## src/rtl/cfg_start_pkg.sv

```systemverilog
package cfg_start_pkg;
  typedef enum logic [2:0] {
    ST_CLEAR  = 3'd0,  // program held: endless clear sweeps
    ST_FINAL  = 3'd1,  // one last full sweep after release
    ST_HOLD   = 3'd2,  // init released by us, wait for the wired line
    ST_SETTLE = 3'd3,  // master-only settling interval
    ST_READY  = 3'd4
  } seq_state_t;
endpackage

```

## src/rtl/cfg_clear_sweep.sv

```systemverilog
module cfg_clear_sweep #(
  parameter int FRAMES  = 16,
  parameter int FRAME_W = (FRAMES > 1) ? $clog2(FRAMES) : 1
) (
  input  logic               clk,
  input  logic               rst_n,
  input  logic               run,
  input  logic               restart,
  output logic               strobe,
  output logic [FRAME_W-1:0] frame,
  output logic               pass_done
);
  localparam logic [FRAME_W-1:0] LAST = FRAME_W'(FRAMES - 1);

  logic [FRAME_W-1:0] cnt;

  always_ff @(posedge clk or negedge rst_n) begin
    if (!rst_n)       cnt <= '0;
    else if (restart) cnt <= '0;
    else if (run)     cnt <= (cnt == LAST) ? '0 : cnt + 1'b1;
  end

  assign strobe    = run;
  assign frame     = cnt;
  assign pass_done = run && (cnt == LAST);

  // frames advance one per cycle inside a pass and wrap at the end
  a_r2_frame_step: assert property (@(posedge clk) disable iff (!rst_n)
    (run && !restart && cnt != LAST) |=> (cnt == $past(cnt) + 1'b1));
  a_r2_frame_wrap: assert property (@(posedge clk) disable iff (!rst_n)
    (run && !restart && cnt == LAST) |=> (cnt == '0));
  a_r9_restart_zero: assert property (@(posedge clk) disable iff (!rst_n)
    restart |=> (cnt == '0));
endmodule

```

## src/rtl/cfg_settle_timer.sv

```systemverilog
module cfg_settle_timer #(
  parameter int CYCLES = 62500,
  parameter int CNT_W  = $clog2(CYCLES + 1)
) (
  input  logic clk,
  input  logic rst_n,
  input  logic load,
  input  logic count_en,
  output logic expired
);
  localparam logic [CNT_W-1:0] RELOAD = CNT_W'(CYCLES - 1);

  logic [CNT_W-1:0] cnt;

  always_ff @(posedge clk or negedge rst_n) begin
    if (!rst_n)                      cnt <= '0;
    else if (load)                   cnt <= RELOAD;
    else if (count_en && cnt != '0)  cnt <= cnt - 1'b1;
  end

  assign expired = (cnt == '0);

  // the interval shrinks by exactly one per enabled cycle
  a_r8_countdown: assert property (@(posedge clk) disable iff (!rst_n)
    (count_en && !load && cnt != '0) |=> (cnt == $past(cnt) - 1'b1));
  a_r8_reload: assert property (@(posedge clk) disable iff (!rst_n)
    load |=> (cnt == RELOAD));
endmodule

```

## src/rtl/cfg_start_seq.sv

```systemverilog
module cfg_start_seq
  import cfg_start_pkg::*;
#(
  parameter int FRAMES    = 16,
  parameter int MODE_W    = 3,
  parameter int CLK_MHZ   = 250,
  parameter int SETTLE_US = 250,
  parameter int FRAME_W   = (FRAMES > 1) ? $clog2(FRAMES) : 1
) (
  input  logic               clk,
  input  logic               rst_n,
  input  logic               prog_n,
  input  logic               init_sense,
  input  logic [MODE_W-1:0]  mode_sel,
  input  logic               is_master,
  output logic               init_pull_low,
  output logic               clr_strobe,
  output logic [FRAME_W-1:0] clr_frame,
  output logic [MODE_W-1:0]  mode_q,
  output logic               cfg_ready
);
  localparam int SETTLE_CYC = CLK_MHZ * SETTLE_US;

  seq_state_t state, state_nx;
  logic clearing, restart, pass_done, capture, t_load, t_expired;

  assign clearing = (state == ST_CLEAR) || (state == ST_FINAL);
  assign restart  = prog_n ? (state == ST_CLEAR) : (state != ST_CLEAR);
  assign capture  = prog_n && (state == ST_HOLD) && init_sense;
  assign t_load   = capture && is_master;

  always_comb begin
    state_nx = state;
    if (!prog_n) begin
      state_nx = ST_CLEAR;
    end else begin
      unique case (state)
        ST_CLEAR:  state_nx = ST_FINAL;
        ST_FINAL:  if (pass_done) state_nx = ST_HOLD;
        ST_HOLD:   if (init_sense) state_nx = is_master ? ST_SETTLE : ST_READY;
        ST_SETTLE: if (t_expired) state_nx = ST_READY;
        ST_READY:  state_nx = ST_READY;
        default:   state_nx = ST_CLEAR;
      endcase
    end
  end

  always_ff @(posedge clk or negedge rst_n) begin
    if (!rst_n) state <= ST_FINAL;
    else        state <= state_nx;
  end

  always_ff @(posedge clk or negedge rst_n) begin
    if (!rst_n)       mode_q <= '0;
    else if (capture) mode_q <= mode_sel;
  end

  cfg_clear_sweep #(.FRAMES(FRAMES), .FRAME_W(FRAME_W)) u_sweep (
    .clk       (clk),
    .rst_n     (rst_n),
    .run       (clearing),
    .restart   (restart),
    .strobe    (clr_strobe),
    .frame     (clr_frame),
    .pass_done (pass_done)
  );

  cfg_settle_timer #(.CYCLES(SETTLE_CYC)) u_timer (
    .clk      (clk),
    .rst_n    (rst_n),
    .load     (t_load),
    .count_en (state == ST_SETTLE),
    .expired  (t_expired)
  );

  assign init_pull_low = !prog_n || clearing;
  assign cfg_ready     = (state == ST_READY);

  // a program request always lands in clearing with ready low
  a_r9_abort: assert property (@(posedge clk) disable iff (!rst_n)
    !prog_n |=> (clr_strobe && !cfg_ready));
  // the wait holds while the wired line reads low
  a_r5_hold_off: assert property (@(posedge clk) disable iff (!rst_n)
    (state == ST_HOLD && prog_n && !init_sense) |=> (state == ST_HOLD && !cfg_ready));
  // mode latch only moves on capture
  a_r6_mode_kept: assert property (@(posedge clk) disable iff (!rst_n)
    (state != ST_HOLD) |=> $stable(mode_q));
  // master keeps settling until the timer runs out
  a_r8_settle_wait: assert property (@(posedge clk) disable iff (!rst_n)
    (state == ST_SETTLE && prog_n && !t_expired) |=> (state == ST_SETTLE));
  // ready is sticky while program stays released
  a_r10_ready_sticky: assert property (@(posedge clk) disable iff (!rst_n)
    (cfg_ready && prog_n) |=> cfg_ready);
  // the last pass ends by releasing init
  a_r4_release: assert property (@(posedge clk) disable iff (!rst_n)
    (state == ST_FINAL && pass_done && prog_n) |=> !init_pull_low);
endmodule

```

## config.mk

```make
export PLATFORM = sky130hd
export DESIGN_NAME = cfg_start_seq
export DESIGN_NICKNAME = d
export VERILOG_FILES = /design/src/rtl/cfg_start_pkg.sv /design/src/rtl/cfg_clear_sweep.sv /design/src/rtl/cfg_settle_timer.sv /design/src/rtl/cfg_start_seq.sv
export SDC_FILE = /design/constraint.sdc
export NUM_CORES = 1
export LEC_CHECK = 0
export BUFFER_PORTS_ARGS = -buffer_cell sky130_fd_sc_hd__buf_2
export CAP_MARGIN = 10
export CORE_MARGIN = 5
export CORE_UTILIZATION = 53
export CTS_BUF_LIST = sky130_fd_sc_hd__clkbuf_16
export DETAILED_ROUTE_END_ITERATION = 8
export PLACE_DENSITY = 0.74
export SLEW_MARGIN = 5
export SYNTH_ARGS = -nofsm -noshare
export SYNTH_HDL_FRONTEND = slang
export SYNTH_SLANG_ARGS = --single-unit
```

## constraint.sdc

```tcl
create_clock -name clk -period 2 [get_ports clk]
set_input_delay 0.2 -clock clk [delete_from_list [all_inputs] [get_ports clk]]
set_output_delay 0.2 -clock clk [all_outputs]
set_load 0.01 [all_outputs]
```

==> results.md, run 1 <==
* Post-Syn Area at 0.001535 mm2
* Actual slew at the worst max-slew pin at 0.5803 ns
* Initial antenna violation count at 0
* Final wirelength at 3114 um
* RSZ-0062 raised after global routing: no
* First-pass GRT wire length at 5609 um
* Relative max-transition margin at 0.6131
* Clock sink count at 26
* Ports at 18
* H-Tree Depth at 1
* Avg Synthesized Cell Area at 9.655 um2
* Die W at 63.82 um
* Drt drc at 0
* Slew Limit Fails at 0
* Number of post-CTS setup repair buffers at 0
* Reg2Reg Capture Point: u_timer.cnt[15]
* Site row count at 19
* Setup TNS at 0 ns
* Setup CP Type: reg -> reg
* Final hold violation count at 0
* Placed cell count at 202
* Depth of the worst hold-timing path at 2
* Cell Chain, Critical Path: and3b_1 -> nand4_2 -> or4_1 -> nand3_1
* Layout Nets at 187
* # setup viols final at 0
* Worst Hold Path EP: mode_q[0]
* CTS tree: yes
* Async S/R FF share, synth at 1.000
* Core footprint at 0.002758 mm2
* Hpwl dp at 2236 um
* Min Clock Period, post-route at 1.894 ns
* Post-synth EDFFs at 0
* Clock transition at path regs at 0.07 ns
* Die ar. at 0.004073 mm2
* Initial DRC count at 82
* Largest net degree at the start of global routing at 27
* Inserted Clock Buffers at 3
* Post-Syn Nets at 169
* Worst reg2reg setup slack at 0.11 ns
* Pwr dens at 601.0 mW/mm2
* Congestion Overflow GR at 0
* Routed Antenna Nets at 0
* Min-Delay Path Class: in -> reg
* Post-synthesis sequential area ratio at 0.4246
* Worst skew pair latency at 0.26 ns
* Syn-to-layout area delta at 13.45%
* Layout cells sized above 1 at 0.2045
* Worst vdd ir at 0.0004363 V
* Total GRT Usage at 0.1658
* Via density at 6.280
* Effective utilization at floorplan at 0.5567
* Port Buf Inserts at 17
* Tot Pwr at 1.047 mW
* Distinct cells, synth at 47
* Synth warnings at 0
* Fmax at 0.5279 GHz
* DIE HEIGHT at 63.82 um
* Top_reg_cell synth: dfrtp_1
* Pleak at 0.8037 nW
* Most common cell after layout, fill and taps aside: dfrtp_1
* Maximum clock path buffer count at 2
* Layout Skew at 0.007007 ns
* Critical Path RT at 2.19 ns
* R2R depth at 4
* Number of synthesized register bits at 26
* Most frequent cells in the layout: dfrtp_1 (25), buf_2 (17), nand2_1 (13)
* Worst-path maximum fanout at 13
* Hold_sp: mode_sel[0]
* CP Capture Type: flop
* Post-Syn Instances at 159
* Diodes inserted at 0
* DRT Pass-1 Iters at 4
* Crit path largest cell delay at 0.64 ns
* Vias in the first global route at 1279
* Data arrival, critical path at 2.09 ns
* GPL Wtd Cong at 0.8244
* Final period util at 0.9471
* Slowest-stage cell, CP: dfstp_2
* Layout Cells excl Fill at 207
* Avg WL per Cell at 15.04 um
* Worst r2r src: state[0]
* Outcome: finished, final reports clean
* Type of element launching the critical path: flop
* Routed via count at 1300
* CTS Root Cell: clkbuf_16
* Max Cap Viol at 0
==> critical path, delay by kind of cell (launching register included) <==
kind             cells  cell delay, ns
DFF                  1            0.64
and+or+nand+nor      4            1.18
==> synth_stat cells, drive strengths merged (3+ instances only) <==
master	number	share of area
nand2	13	0.032
nand2b	4	0.016
or4	5	0.027
buf	4	0.013
nor4	6	0.038
nand3	10	0.033
o31ai	3	0.015
mux2	3	0.022
nand4	4	0.020
o21ai	6	0.020
a21oi	9	0.029
a32o	3	0.020
or3	3	0.012
dfrtp	25	0.41
or2	3	0.012
o211ai	3	0.018
inv	4	0.0098
nor3	5	0.016
nor3b	3	0.018
clkbuf	4	0.0098
mux2i	8	0.052
nor2	4	0.0098
==> state kept, by name (all words and copies together) (netlist names) <==
register and cells:
mode_q 3, state 3, u_sweep.frame 4, u_timer.cnt 16
==> power breakdown <==
group	internal, mW	switching (mW)	leakage (nW)
registers	0.534	0.0115	0.279
clock network	0.267	0.175	0.0423
logic	0.0260	0.0330	0.482
==> layout make-up <==
| class | instances | area [um2] |
|---|---|---|
| repair buffers | 21 | 117.6 |
| multi-input cells | 121 | 839.6 |
| clock buffers | 3 | 75.07 |
| fillers | 220 | 1016 |
| well taps | 31 | 38.79 |
| flip-flops and latches | 26 | 651.9 |
| inverters | 4 | 15.01 |
| clock inverters | 1 | 3.754 |
==> layer usage <==
| layer | part of all wire | global-route usage |
|---|---|---|
| met1 | 0.45 | 0.2029 |
| met2 | 0.51 | 0.2802 |
| met3 | 0.027 | 0.02277 |
| met4 | 0.015 | 0.08831 |
| met5 | 0 | 0 |
==> through the flow <==
stage	area, um2	setup WS, ns	hold WS [ns]	utilization
floorplan	1535	0.2868	-0.09559	-
global placement	1647	0.1789	0.2270	0.5971
detailed placement	1647	0.1431	0.2368	0.5971
CTS	1735	0.1188	0.1685	0.6293
global route	1742	0.03755	0.1681	0.6316
finish	1742	0.1059	0.1678	0.6316
==> cell families after synthesis <==
family                     synth area share
and+or+nand+nor                      0.2934
AOI/OAI and AO/OA                    0.1532
DFF                                  0.4246
buffers and inverters               0.03259
muxes                               0.07417
adders and majority gates           0.01630
xor gates and xnor gates           0.005706
==> repair_timing <==
item / CTS / global route
hold endpoints to repair: 25 / 0
hold buffers: 1 / 0
endpoints found under the setup margin: 0 / 3
resized for setup: 0 / 1
==> worst max path at each step <==
stage / slack (ns) / end / cells after the start / from
detailed placement: 0.14 / u_timer.cnt[12] / 6 / u_timer.cnt[0]
floorplan: 0.29 / u_timer.cnt[5] / 6 / u_timer.cnt[0]
global placement: 0.18 / u_timer.cnt[5] / 6 / u_timer.cnt[0]
finish: 0.11 / u_timer.cnt[15] / 4 / state[0]
CTS: 0.12 / u_timer.cnt[5] / 6 / u_timer.cnt[0]
global route: 0.04 / u_timer.cnt[15] / 4 / state[0]
(Power assumes the default switching activity.)
==> inputs of run 2 (changes only) <==
--- a/config.mk
+++ b/config.mk
@@ -8,10 +8,10 @@
 export BUFFER_PORTS_ARGS = -buffer_cell sky130_fd_sc_hd__buf_2
 export CAP_MARGIN = 10
 export CORE_MARGIN = 5
-export CORE_UTILIZATION = 53
+export CORE_UTILIZATION = 57
 export CTS_BUF_LIST = sky130_fd_sc_hd__clkbuf_16
 export DETAILED_ROUTE_END_ITERATION = 8
-export PLACE_DENSITY = 0.74
+export PLACE_DENSITY = 0.78
 export SLEW_MARGIN = 5
 export SYNTH_ARGS = -nofsm -noshare
 export SYNTH_HDL_FRONTEND = slang
==> run 2 against run 1 <==
Worst setup slack better by 0.047 ns. Clock power is essentially flat. Global-route usage rose by 4.3 points. Utilization grew 6.1 points. Largest power group unchanged.
==> results.md, run 2 (synthesis gave the netlist of run 1 again) <==
* DRT Pass-1 Iters at 4
* Max Cap Viol at 0
* Initial antenna violation count at 0
* Largest net degree at the start of global routing at 27
* H-Tree Depth at 1
* Slowest-stage cell, CP: dfrtp_1
* Hpwl dp at 2405 um
* Initial DRC count at 73
* Worst-path maximum fanout at 6
* Tot Pwr at 1.052 mW
* Final hold violation count at 0
* Die W at 61.90 um
* Fmax at 0.5415 GHz
* Pwr dens at 602.1 mW/mm2
* Slew Limit Fails at 0
* CTS tree: yes
* DIE HEIGHT at 61.90 um
* CTS Root Cell: clkbuf_16
* Vias in the first global route at 1346
* Routed via count at 1335
* Clock transition at path regs at 0.06 ns
* Layout cells sized above 1 at 0.2102
* Max reg flops at 16
* Ports at 18
* Port Buf Inserts at 17
* Setup TNS at 0 ns
* Outcome: finished, final reports clean
* # setup viols final at 0
* Routed Antenna Nets at 0
* Final period util at 0.9234
* Setup CP Type: reg -> reg
* Min Clock Period, post-route at 1.847 ns
* Total GRT Usage at 0.2091
* Worst skew pair latency at 0.26 ns
* Worst vdd ir at 0.0005568 V
* Clock sink count at 26
* Type of element launching the critical path: flop
* Largest Register: u_timer.cnt
* Final wirelength at 3414 um
* Core footprint at 0.002522 mm2
* Relative max-transition margin at 0.6082
* Site row count at 18
* Crit path largest cell delay at 0.42 ns
* Final Cell Area at 0.001747 mm2
* Layout Nets at 187
* Congestion Overflow GR at 0
* Inserted Clock Buffers at 3
* Die ar. at 0.003831 mm2
* DP Area at 0.001645 mm2
* Critical Path RT at 2.14 ns
* RSZ-0062 raised after global routing: no
* CP top delay family: simple AND/OR/NAND/NOR gates
* Syn-to-layout area delta at 13.77%
* Most common cell after layout, fill and taps aside: dfrtp_1
* Data arrival, critical path at 1.99 ns
* Min-Delay Path Class: in -> reg
* Maximum clock path buffer count at 2
* Bufs and invs on worst path at 1
* Cell Chain, Critical Path: inv_1 -> ha_1 -> nor3b_4 -> and4_1 -> nor4_1 -> or3b_1
* Layout Skew at 0.003059 ns
* Via density at 6.481
* First-pass GRT wire length at 6092 um
* GPL Wtd Cong at 0.8862
* CP Capture Type: flop
* Pleak at 0.8037 nW
* Most frequent cells in the layout: dfrtp_1 (25), buf_2 (17), nand2_1 (13)
* Avg WL per Cell at 16.57 um
* Effective utilization at floorplan at 0.6086
* Diodes inserted at 0
* Drt drc at 0
* Actual slew at the worst max-slew pin at 0.5877 ns
run 2: cell counts in the layout (fill, tap and decap cells not counted):
Identical to the previous run, type by type.
run 2: report_power, final:
group          leakage, nW  internal (mW)  switching, mW
registers            0.279          0.533         0.0118
logic                0.482         0.0262         0.0355
clock network       0.0423          0.268          0.177
run 2: worst register-to-register path, cell delays in order, from the launching register on:
cell     delay [ns]
dfrtp_1        0.42
inv_1          0.10
ha_1           0.17
nor3b_4        0.29
and4_1         0.33
nor4_1         0.08
or3b_1         0.35
run 2: cell type report:
| type | count | area, um2 |
|---|---|---|
| well taps | 30 | 37.54 |
| multi-input cells | 121 | 845.8 |
| flip-flops and latches | 26 | 651.9 |
| fillers | 200 | 775.7 |
| clock inverters | 1 | 3.754 |
| clock buffers | 3 | 75.07 |
| repair buffers | 21 | 117.6 |
| inverters | 4 | 15.01 |
run 2: worst paths after layout:
path	startpoint	end	slack, ns	cells past startpoint
setup / recovery	u_timer.cnt[0]	u_timer.cnt[5]	0.15	6
hold / removal	mode_sel[2]	mode_q[2]	0.17	2
setup reg to reg	u_timer.cnt[0]	u_timer.cnt[5]	0.15	6
hold reg to reg	mode_q[1]	mode_q[1]	0.51	1
max in group asynchronous	rst_n	u_timer.cnt[6]	1.14	2
min in group asynchronous	rst_n	u_timer.cnt[7]	0.47	2
run 2: layer usage:
layer | track usage | wire (um) | up-vias
li1 | - | - | 636
met1 | 0.2868 | 1546 | 659
met2 | 0.3558 | 1708 | 38
met3 | 0.02479 | 141 | 2
met4 | 0.04545 | 17 | 0
met5 | 0 | 0 | -
run 2: what timing repair did:
item | CTS | global route
hold buffers | 1 | 0
setup buffers | 0 | 0
endpoints found under the setup margin | 0 | 3
gates resized for setup | 0 | 2
hold endpoints to repair | 25 | 0
run 2: metrics by stage:
step / util / std cells / setup slack (ns) / hold slack, ns
final: 0.6925 / 206 / 0.1531 / 0.1716
after global routing: 0.6925 / 206 / 0.02712 / 0.1769
after CTS: 0.6875 / 206 / 0.07548 / 0.1722
after detailed placement: 0.6523 / 201 / 0.1084 / 0.2415
after global placement: 0.6523 / 201 / 0.1993 / 0.2265
after floorplan: - / 159 / 0.2868 / -0.09559
==> inputs of run 3 (changes only) <==
--- a/config.mk
+++ b/config.mk
@@ -5,13 +5,14 @@
 export SDC_FILE = /design/constraint.sdc
 export NUM_CORES = 1
 export LEC_CHECK = 0
+export ABC_AREA = 1
 export BUFFER_PORTS_ARGS = -buffer_cell sky130_fd_sc_hd__buf_2
 export CAP_MARGIN = 10
 export CORE_MARGIN = 5
-export CORE_UTILIZATION = 57
+export CORE_UTILIZATION = 58
 export CTS_BUF_LIST = sky130_fd_sc_hd__clkbuf_16
 export DETAILED_ROUTE_END_ITERATION = 8
-export PLACE_DENSITY = 0.78
+export PLACE_DENSITY = 0.79
 export SLEW_MARGIN = 5
 export SYNTH_ARGS = -nofsm -noshare
 export SYNTH_HDL_FRONTEND = slang
==> run 3 against run 2 <==
Via count is 6.3% higher. Non-clock buffer count shrank 3. Synthesized area up 9.1%. First-iteration DRC count fell by 38%. Synthesized cell count grew 35%. Clock power down 1%. Routed wire length decreased by 6.2%. Largest cell class unchanged. Highest routed layer unchanged.
==> results.md, run 3 <==
* Clock transition at path regs at 0.06 ns
* Net Sw Frac at 0.4463
* Actual slew at the worst max-slew pin at 0.5773 ns
* DIE HEIGHT at 63.75 um
* H-Tree Depth at 1
* Relative max-transition margin at 0.6151
* Final wirelength at 3202 um
* Most frequent cells in the layout: nand2_1 (67), dfrtp_1 (25), nor2_1 (23), nand3_1 (23), inv_1 (18)
* Type of element launching the critical path: flop
* Die ar. at 0.004063 mm2
* Internal at 1.493 mW
* Data arrival, critical path at 1.82 ns
* Slew Limit Fails at 0
* Number of post-CTS setup repair buffers at 0
* Ports at 18
* Reg power frac at 0.356
* Diodes inserted at 0
* Via density at 5.335
* Hold_sp: mode_sel[0]
* Main combinational cell family by area after synthesis: simple AND/OR/NAND/NOR gates
* Synth Area in Compound Gates at 0.04182
* Final Util at 0.6733
* Post-Syn Instances at 215
* Initial antenna violation count at 0
* CP Capture Type: flop
* Critical Path RT at 2.20 ns
* Post-synth EDFFs at 0
* Async S/R FF share, synth at 1.000
* Post-synthesis sequential area ratio at 0.3891
* Yosys top cell area share at 0.3734
* Port Buf Inserts at 17
* Post-Syn Nets at 225
* Xor/xnor share of the synthesized area at 0.03659
* Layout Nets at 246
* Worst reg2reg setup slack at 0.38 ns
* Synth warnings at 0
* Post-synthesis mux area share at 0.02016
* Post-Syn Area at 0.001675 mm2
* Total GRT Usage at 0.1786
* Worst vdd ir at 0.001011 V
* Congestion Overflow GR at 0
* Most frequent cell after synthesis: nand2_1
* Worst setup path start: u_timer.cnt[0]
* Top_reg_cell synth: dfrtp_1
* Adder-cell share of the synthesized area at 0.01494
* Fmax at 0.6177 GHz
* Inserted Clock Buffers at 3
* Vias in the first global route at 1422
* Max Cap Viol at 0
* Worst skew pair latency at 0.26 ns
* Worst r2r src: u_timer.cnt[0]
* Outcome: finished, final reports clean
* Distinct cells, synth at 29
* Avg Synthesized Cell Area at 7.792 um2
* Post-CTS sizing at 0
* Layout cells sized above 1 at 0.1915
* Number of synthesized register bits at 26
* First-pass GRT wire length at 5927 um
* Pleak at 0.9985 nW
* Sw Pwr at 1.203 mW
* Routed via count at 1419
* Clk pwr share at 0.163
* CTS Root Cell: clkbuf_16
* Routed Antenna Nets at 0
* Avg WL per Cell at 12.04 um
* Tot Pwr at 2.697 mW
* Syn-to-layout area delta at 10.83%
* Drt drc at 0
* Core footprint at 0.002758 mm2
* Pwr dens at 1452 mW/mm2
* Maximum clock path buffer count at 2
* Largest net degree at the start of global routing at 27
* DRT Pass-1 Iters at 4
* Setup TNS at 0 ns
* Top cell type by total area after synthesis: dfrtp_1
* Min-Delay Path Class: in -> reg
* Max reg flops at 16
* RSZ-0062 raised after global routing: no
* Hpwl dp at 2446 um
* Top post-synthesis cells by count: nand2_1 (67), dfrtp_1 (25), nand3_1 (23), nor2_1 (23), inv_1 (17)
* Effective utilization at floorplan at 0.6075
* Synth area leaders: dfrtp_1 (37%), nand2_1 (15%), nand3_1 (6.9%)
* Most common cell after layout, fill and taps aside: nand2_1
* Initial DRC count at 45
* Clock sink count at 26
* Gate power share at 0.481
* Final period util at 0.8095
* Site row count at 19
* Layout Skew at 0.002643 ns
* GPL Wtd Cong at 0.8153
* CTS tree: yes
* Simple logic cell fraction of the synthesized area at 0.4324
* Min Clock Period, post-route at 1.619 ns
* # setup viols final at 0
* Worst-path maximum fanout at 12
* Largest Register: u_timer.cnt
* Setup CP Type: reg -> reg
* Die W at 63.75 um
* Final hold violation count at 0
==> run 3: cell types whose count changed in the layout (fill, tap and decap cells not counted), moves of 5 or more <==
cell,change
nand2_2,+5
nand2_1,+54
inv_1,+13
a21oi_1,-5
nand3b_1,+6
xor2_1,+6
nand3_1,+13
nor2_1,+19
mux2i_1,-8
==> run 3: power by group through the flow <==
stage | Sequential [mW] | Clock (mW) | Combinational, mW
after global routing | 0.995 | 0.481 | 1.50
after global placement | 0.966 | 0 | 1.28
final | 0.960 | 0.440 | 1.30
after CTS | 0.957 | 0.455 | 1.31
after detailed placement | 0.963 | 0 | 1.31
after floorplan | 0.943 | 0 | 1.04
==> run 3: cells by family after synthesis <==
| logic type | count (synthesis) |
|---|---|
| multiplexers | 3 |
| AO/OA/AOI/OAI | 12 |
| AND/OR/NAND/NOR | 143 |
| XOR/XNOR | 7 |
| buffers and inverters | 22 |
| flip-flops | 26 |
| adder cells (fa/ha/maj) | 2 |
==> run 3: timing repair <==
| item | in CTS | in global routing |
|---|---|---|
| endpoints found under the hold margin | 25 | 0 |
| endpoints found under the setup margin | 0 | 0 |
| hold buffers | 1 | 0 |
==> run 3: final timing paths <==
check / endpoint / cells past startpoint
worst min-delay path: mode_q[0] / 2
worst min register to register: mode_q[2] / 1
worst max register to register: u_timer.cnt[9] / 10
worst max-delay path: u_timer.cnt[9] / 10
min in group asynchronous: u_timer.cnt[6] / 2
max in group asynchronous: mode_q[2] / 2
==> run 3: cell type report <==
class                           count  area [um2]
Multi-Input combinational cell    167       914.6
Inverter                           20       77.57
Timing Repair Buffer               18       95.09
Clock buffer                        3       75.07
Fill cell                         246       900.9
Tap cell                           31       38.79
Clock inverter                      1       3.754
Sequential cell                    26       651.9
==> run 3: worst max-delay path, cell delays in order (launching register included) <==
cell and delay [ns]:
dfrtp_1 0.40, inv_1 0.12, ha_1 0.26, nand2_4 0.10, nor2_8 0.15, nand2_4 0.09
nand2_8 0.08, nand2_4 0.08, inv_4 0.14, nand2_1 0.06, nand2_1 0.07
==> run 3: through the flow <==
stage	worst slack, ns	area [um2]	hold slack (ns)	instances
floorplan	0.5040	1675	-0.09559	215
global placement	0.4754	1768	0.2300	261
detailed placement	0.4055	1768	0.2376	261
CTS	0.3720	1857	0.1669	266
global route	0.2173	1857	0.1759	266
finish	0.3810	1857	0.1711	266
==> run 3: per-layer routing <==
metal,vias up,GRT usage,wire [um]
met3,5,0.02452,85
met1,661,0.2220,1481
li1,736,-,-
met2,17,0.3084,1569
met4,0,0.07792,65
met5,-,0,0
